## src/rtl/sleepctl_pkg.sv

```systemverilog
package sleepctl_pkg;

    localparam int WAKE_W = 9;

    localparam int WK_EXT_RST  = 0;
    localparam int WK_WDT_RST  = 1;
    localparam int WK_BOR_RST  = 2;
    localparam int WK_SER_STRT = 3;
    localparam int WK_LVL_IRQ  = 4;
    localparam int WK_PIN_CHG  = 5;
    localparam int WK_ADC_DONE = 6;
    localparam int WK_EE_READY = 7;
    localparam int WK_OTHER    = 8;

    localparam logic [WAKE_W-1:0] MASK_PDOWN =
        (WAKE_W'(1) << WK_EXT_RST)  | (WAKE_W'(1) << WK_WDT_RST) |
        (WAKE_W'(1) << WK_BOR_RST)  | (WAKE_W'(1) << WK_SER_STRT) |
        (WAKE_W'(1) << WK_LVL_IRQ)  | (WAKE_W'(1) << WK_PIN_CHG);
    localparam logic [WAKE_W-1:0] MASK_ADCNR =
        MASK_PDOWN | (WAKE_W'(1) << WK_ADC_DONE) | (WAKE_W'(1) << WK_EE_READY);
    localparam logic [WAKE_W-1:0] MASK_IDLE = '1;

    typedef enum logic [2:0] {
        ST_AWAKE   = 3'd0,
        ST_IDLE    = 3'd1,
        ST_ADCNR   = 3'd2,
        ST_PDOWN   = 3'd3,
        ST_STARTUP = 3'd4
    } slp_state_e;

    typedef enum logic [1:0] {
        MODE_IDLE  = 2'b00,
        MODE_ADCNR = 2'b01,
        MODE_PDOWN = 2'b10,
        MODE_RSVD  = 2'b11
    } slp_mode_e;

    typedef struct packed {
        logic cpu;
        logic flash;
        logic io;
        logic adc;
        logic osc;
    } clk_gate_t;

    typedef struct packed {
        slp_state_e state;
        logic       adc_start;
    } ctl_t;

endpackage

```

## src/rtl/sleep_mode_dec.sv

```systemverilog
module sleep_mode_dec
    import sleepctl_pkg::*;
(
    input  logic [1:0]  mode_code,
    input  logic        adc_on,
    output slp_state_e  target,
    output logic        mode_ok,
    output logic        auto_start
);

    always_comb begin
        target     = ST_AWAKE;
        mode_ok    = 1'b0;
        auto_start = 1'b0;
        unique case (slp_mode_e'(mode_code))
            MODE_IDLE: begin
                target     = ST_IDLE;
                mode_ok    = 1'b1;
                auto_start = adc_on;
            end
            MODE_ADCNR: begin
                target     = ST_ADCNR;
                mode_ok    = 1'b1;
                auto_start = adc_on;
            end
            MODE_PDOWN: begin
                target     = ST_PDOWN;
                mode_ok    = 1'b1;
            end
            MODE_RSVD: begin
                target     = ST_AWAKE;
            end
            default: begin
                target     = ST_AWAKE;
            end
        endcase
    end

endmodule

```

## src/rtl/sleep_wake_qual.sv

```systemverilog
module sleep_wake_qual
    import sleepctl_pkg::*;
(
    input  slp_state_e         state,
    input  logic [WAKE_W-1:0]  wake_src,
    output logic               wake_hit
);

    logic [WAKE_W-1:0] mask;

    always_comb begin
        unique case (state)
            ST_IDLE:  mask = MASK_IDLE;
            ST_ADCNR: mask = MASK_ADCNR;
            ST_PDOWN: mask = MASK_PDOWN;
            default:  mask = '0;
        endcase
        wake_hit = |(wake_src & mask);
    end

endmodule

```

## src/rtl/sleep_clk_gate.sv

```systemverilog
module sleep_clk_gate
    import sleepctl_pkg::*;
(
    input  slp_state_e state,
    output clk_gate_t  gate
);

    always_comb begin
        gate = '0;
        unique case (state)
            ST_AWAKE: begin
                gate = '1;
            end
            ST_IDLE: begin
                gate.io  = 1'b1;
                gate.adc = 1'b1;
                gate.osc = 1'b1;
            end
            ST_ADCNR: begin
                gate.adc = 1'b1;
                gate.osc = 1'b1;
            end
            ST_STARTUP: begin
                gate.osc = 1'b1;
            end
            default: begin
                gate = '0;
            end
        endcase
    end

endmodule

```

## src/rtl/sleep_startup_timer.sv

```systemverilog
module sleep_startup_timer #(
    parameter int unsigned DLY0 = 6,
    parameter int unsigned DLY1 = 64,
    parameter int unsigned DLY2 = 512,
    parameter int unsigned DLY3 = 4096
) (
    input  logic       clk,
    input  logic       rst_n,
    input  logic       load,
    input  logic [1:0] sel,
    output logic       expired
);

    localparam int unsigned DMAX01 = (DLY0 > DLY1) ? DLY0 : DLY1;
    localparam int unsigned DMAX23 = (DLY2 > DLY3) ? DLY2 : DLY3;
    localparam int unsigned DMAX   = (DMAX01 > DMAX23) ? DMAX01 : DMAX23;
    localparam int          CNT_W  = $clog2(DMAX) + 1;

    typedef struct packed {
        logic [CNT_W-1:0] cnt;
        logic             run;
    } tmr_t;

    tmr_t tmr_d, tmr_q;

    function automatic logic [CNT_W-1:0] reload(input logic [1:0] s);
        unique case (s)
            2'd0:    return CNT_W'(DLY0 - 1);
            2'd1:    return CNT_W'(DLY1 - 1);
            2'd2:    return CNT_W'(DLY2 - 1);
            default: return CNT_W'(DLY3 - 1);
        endcase
    endfunction

    assign expired = tmr_q.run && (tmr_q.cnt == '0);

    always_comb begin
        tmr_d = tmr_q;
        if (load) begin
            tmr_d.cnt = reload(sel);
            tmr_d.run = 1'b1;
        end else if (tmr_q.run) begin
            if (tmr_q.cnt == '0) begin
                tmr_d.run = 1'b0;
            end else begin
                tmr_d.cnt = tmr_q.cnt - 1'b1;
            end
        end
    end

    always_ff @(posedge clk or negedge rst_n) begin
        if (!rst_n) begin
            tmr_q <= '0;
        end else begin
            tmr_q <= tmr_d;
        end
    end

endmodule

```

## src/rtl/sleep_wake_ctrl.sv

```systemverilog
module sleep_wake_ctrl
    import sleepctl_pkg::*;
#(
    parameter int unsigned DLY_SEL0 = 6,
    parameter int unsigned DLY_SEL1 = 64,
    parameter int unsigned DLY_SEL2 = 512,
    parameter int unsigned DLY_SEL3 = 4096
) (
    input  logic              clk,
    input  logic              rst_n,
    input  logic              sleep_req,
    input  logic [1:0]        sleep_mode,
    input  logic              adc_enable,
    input  logic [1:0]        startup_sel,
    input  logic [WAKE_W-1:0] wake_src,
    output logic              cpu_clk_en,
    output logic              flash_clk_en,
    output logic              io_clk_en,
    output logic              adc_clk_en,
    output logic              osc_en,
    output logic              adc_start,
    output logic              active
);

    ctl_t       ctl_d, ctl_q;
    slp_state_e tgt_state;
    logic       mode_ok;
    logic       auto_start;
    logic       wake_hit;
    logic       dly_load;
    logic       dly_done;
    clk_gate_t  gate;

    sleep_mode_dec u_dec (
        .mode_code  (sleep_mode),
        .adc_on     (adc_enable),
        .target     (tgt_state),
        .mode_ok    (mode_ok),
        .auto_start (auto_start)
    );

    sleep_wake_qual u_qual (
        .state    (ctl_q.state),
        .wake_src (wake_src),
        .wake_hit (wake_hit)
    );

    sleep_startup_timer #(
        .DLY0 (DLY_SEL0),
        .DLY1 (DLY_SEL1),
        .DLY2 (DLY_SEL2),
        .DLY3 (DLY_SEL3)
    ) u_tmr (
        .clk     (clk),
        .rst_n   (rst_n),
        .load    (dly_load),
        .sel     (startup_sel),
        .expired (dly_done)
    );

    sleep_clk_gate u_gate (
        .state (ctl_q.state),
        .gate  (gate)
    );

    always_comb begin
        ctl_d           = ctl_q;
        ctl_d.adc_start = 1'b0;
        dly_load        = 1'b0;
        unique case (ctl_q.state)
            ST_AWAKE: begin
                if (sleep_req && mode_ok) begin
                    ctl_d.state     = tgt_state;
                    ctl_d.adc_start = auto_start;
                end
            end
            ST_IDLE, ST_ADCNR: begin
                if (wake_hit) begin
                    ctl_d.state = ST_AWAKE;
                end
            end
            ST_PDOWN: begin
                if (wake_hit) begin
                    ctl_d.state = ST_STARTUP;
                    dly_load    = 1'b1;
                end
            end
            ST_STARTUP: begin
                if (dly_done) begin
                    ctl_d.state = ST_AWAKE;
                end
            end
            default: begin
                ctl_d.state = ST_AWAKE;
            end
        endcase
    end

    always_ff @(posedge clk or negedge rst_n) begin
        if (!rst_n) begin
            ctl_q <= '{state: ST_AWAKE, adc_start: 1'b0};
        end else begin
            ctl_q <= ctl_d;
        end
    end

    assign cpu_clk_en   = gate.cpu;
    assign flash_clk_en = gate.flash;
    assign io_clk_en    = gate.io;
    assign adc_clk_en   = gate.adc;
    assign osc_en       = gate.osc;
    assign adc_start    = ctl_q.adc_start;
    assign active       = gate.cpu;

endmodule

```

## config.mk

```make
export PLATFORM = sky130hd
export DESIGN_NAME = sleep_wake_ctrl
export DESIGN_NICKNAME = d
export VERILOG_FILES = /design/src/rtl/sleepctl_pkg.sv /design/src/rtl/sleep_mode_dec.sv /design/src/rtl/sleep_wake_qual.sv /design/src/rtl/sleep_clk_gate.sv /design/src/rtl/sleep_startup_timer.sv /design/src/rtl/sleep_wake_ctrl.sv
export SDC_FILE = /design/constraint.sdc
export NUM_CORES = 1
export LEC_CHECK = 0
export BUFFER_PORTS_ARGS = -buffer_cell sky130_fd_sc_hd__buf_2
export CAP_MARGIN = 25
export CORE_UTILIZATION = 52
export CTS_BUF_LIST = sky130_fd_sc_hd__clkbuf_4 sky130_fd_sc_hd__clkbuf_8 sky130_fd_sc_hd__clkbuf_16
export DETAILED_ROUTE_END_ITERATION = 10
export GPL_TIMING_DRIVEN = 0
export PLACE_DENSITY = 0.78
export SLEW_MARGIN = 20
export SYNTH_ARGS = -nofsm -noshare
export SYNTH_HDL_FRONTEND = slang
export SYNTH_SLANG_ARGS = --single-unit
```

## constraint.sdc

```tcl
create_clock -name clk -period 3.7 [get_ports clk]
set_input_delay 0.555 -clock clk [delete_from_list [all_inputs] [get_ports clk]]
set_output_delay 0.555 -clock clk [all_outputs]
set_load 0.01 [all_outputs]
```

==> summary by stage <==
Worst setup path
The arrival time of the worst setup path is 1.51 ns. The worst setup path is launched from a flip-flop. The maximum single-stage delay on the critical path is 0.38 ns. Broken down by cell family, the worst path's largest delay share belongs to buffers and inverters. The path type of the worst setup path is reg2out.

At the worst endpoint, the required time is 3.14 ns. Walking the worst path, the cells encountered are clkbuf_1 -> nor3_1 -> buf_4 -> buf_2. The worst register-to-register path begins at u_tmr.tmr_q[2]. The kind of end point of the critical path is a primary output. The critical path buffer and inverter count is 3.

The maximum fanout encountered on the critical timing path is 9. The cell with the largest stage delay on the worst path is sky130_fd_sc_hd__dfrtp_1. The critical path starts at ctl_q[3].

Power and ir drop
The power per unit of standard cell area is 618 nW/µm². The relative contribution of sequential cells to total power is 45.4%. The reported leakage power is 0.568 nW. The fraction of power consumed by combinational cells is 39.5%.

The analysis attributes to net switching a power of 0.325 mW. The worst supply voltage drop on vdd is 0.543 mV. Total power for the finished layout comes to 0.803 mW. The fraction of power spent switching nets is 40.4%.

The part of the power in the clock network is 15.2%. The internal power of the cells totals 0.479 mW.

Floorplanning
The area inside the core boundary is 1980 µm². The full die area is 2330 µm². The initial utilization of the core area, before any placement, comes to 56.2%. The die is 48.3 µm tall. The floorplan die width is 48.3 µm. The I/O pin count is 24. The floorplan has 16 rows.

Yosys
The async set or reset register ratio after synthesis is 100%. The average size of a mapped cell is 8.99 µm². Yosys mapped a number of flops with a built-in enable equal to 0. During synthesis, Yosys emitted a total of 0 warnings. The synthesized design devotes to its leading area cell type 40.4% of total area. The synthesized design contains 18 register bits. The biggest area consumer among synthesized cells is sky130_fd_sc_hd__dfrtp_1. When the netlist entered floorplanning its net count stood at 146.

The most frequently used flop master after synthesis is sky130_fd_sc_hd__dfrtp_1. The mapped netlist covers 1110 µm². The instance count of the mapped netlist is 124. The sequential element share of the synthesized area is 40.4%. The number of different library cells used by synthesis comes to 41.

In the post-synthesis netlist, the biggest area contributors are sky130_fd_sc_hd__dfrtp_1, sky130_fd_sc_hd__ha_1, sky130_fd_sc_hd__a21oi_1.

Clocking
The root buffer cell is sky130_fd_sc_hd__clkbuf_4. The clock tree from TritonCTS is done. The post-CTS setup buffer count is 0. Once the clock tree was built, the resizer swapped 0 gates to a different size.

After clock tree synthesis, the clock-pin slew on the worst setup and hold paths is 0.10 ns. Hold repair after CTS inserted 0 buffers. The maximum clock insertion buffer count is 2.

The clock net in this run drives a total of 18 sinks. The total clock buffers created by CTS is 3. The clock latency of the later-clocked register in the worst-skew pair is 0.29 ns. The maximum level of the CTS H-tree is 1.

Timing
Setup repair after global routing left no endpoint under its margin. The total count of max-transition violations in the final report is 0. The count of final setup violators is 0. At the pin with the least slew margin, the transition time is 0.583 ns. In this run the tightest slew margin relative to its limit is 61.2%. The post-route fraction of the period consumed by the critical path is 55.9%.

Once routing completed, OpenROAD measured the worst setup slack at 1.63 ns. The setup TNS is 0 ns. The post-route minimum period is 2.07 ns.

The clock tree skew after final layout is 0.00426 ns. Derived from the worst setup path, the maximum achievable clock frequency is 484 MHz. The final hold violation count is 0.

Route
The first TritonRoute pass finished after 4 iterations. The detailed router's first-iteration violation count is 16. In this run the remaining antenna-violating nets after routing total 0.

For this run, design rule violations remaining after detail routing come to 0. After detailed routing, the number of vias per cell comes to 5.90. The final wirelength is 2350 µm.

The routed layout has 1050 vias. The average wire per cell in the routed design is 13.2 µm.

Global route
The total overflow left after global routing is 0. The global-route wire length before repair is 4220 µm. The global routing usage summed across all routing layers is 22.6%. The via count of the first global-routing pass came to 1028. The largest net degree at the start of global routing is 19. The initial antenna violation count came to 0.

Job
The count of maximum capacitance violations is 0.

Placement
The number of input and output port buffers inserted is 23. The HPWL after detailed placement is 1880 µm. Before CTS, the worst setup slack after placement is 1.78 ns. The final weighted congestion in routability-driven placement is 0.851. The area after detailed placement is 1260 µm².

Outcome
The run finished with clean final reports.

Layout
The utilization of the core after routing is 65.6%. After routing the design area is 1300 µm². In the layout the commonest cells are sky130_fd_sc_hd__buf_2, sky130_fd_sc_hd__dfrtp_1, sky130_fd_sc_hd__nor2_1, sky130_fd_sc_hd__a21oi_1.

Leaving out fill and tap cells, the most frequent cell in the layout is sky130_fd_sc_hd__buf_2. Of the cells placed in the final design, the portion with a size suffix greater than 1 is 23.2%. The final net count is 174.

The area growth from synthesis to final layout is 16.6%. The number of antenna diodes in the final layout is 0.

Worst hold path
The classification of the worst-slack hold path is in2async.
-- Yosys cell counts, drive strengths merged (2+ instances only) --
master  count
a21o        2
a21oi      12
a31oi       4
buf         4
clkbuf      2
dfrtp      18
ha          5
inv         6
nand2       9
nand3       4
nand3b      2
nand4       2
nor2       12
nor3        8
nor4        2
nor4b       2
o21ai       8
o21bai      2
or3b        2
-- power by group through the flow --
stage                     sequential, mW  combinational, mW  clock [mW]
final                              0.364              0.317       0.122
after CTS                          0.362              0.319       0.124
after detailed placement           0.366              0.317           0
after floorplan                    0.343              0.244           0
after global placement             0.360              0.304           0
after global routing               0.376              0.355       0.131
-- cell type report --
| type | count | area, µm² |
|---|---|---|
| sequential | 18 | 450 |
| inverter | 6 | 22.5 |
| clock buffer | 4 | 36.3 |
| multi-input combinational | 94 | 609 |
| buffer | 6 | 32.5 |
| tap | 27 | 33.8 |
| fill | 168 | 682 |
| timing repair buffer | 23 | 115 |
-- metal layers --
metal,GRT usage (%),up-vias,routed length (µm)
met4,3.43,0,6
li1,-,513,-
met2,40.6,32,1160
met3,3.46,2,94
met5,0,-,0
met1,29.3,503,1090
-- worst paths after layout --
path | end | slack (ns) | cells after the start
min | u_tmr.tmr_q[10] | 0.16 | 1
max reg2reg | u_tmr.tmr_q[11] | 1.85 | 6
min reg2reg | u_tmr.tmr_q[13] | 0.56 | 1
max in group asynchronous | u_tmr.tmr_q[7] | 3.25 | 1
min in group clk | adc_start | 0.48 | 3
max | cpu_clk_en | 1.63 | 4
-- kinds of logic after synthesis --
logic type	after synthesis	share of synthesized area [%]
DFF	18	40.4
AOI/OAI and AO/OA	38	23.0
and+or+nand+nor	50	25.3
buffers and inverters	12	4.94
xor gates and xnor gates	1	0.786
adders and majority gates	5	5.61
-- sequential cells by signal, indices dropped and copies added (netlist names) --
signal / flops
adc_start: 1
ctl_q: 3
u_tmr.tmr_q: 14
-- stage by stage --
| step | instances | hold WS, ns |
|---|---|---|
| after CTS | 178 | 0.181 |
| final | 178 | 0.163 |
| after floorplan | 124 | 0.259 |
| after global placement | 174 | 0.502 |
| after detailed placement | 174 | 0.507 |
| after global routing | 178 | 0.194 |
(Power assumes the default switching activity.)
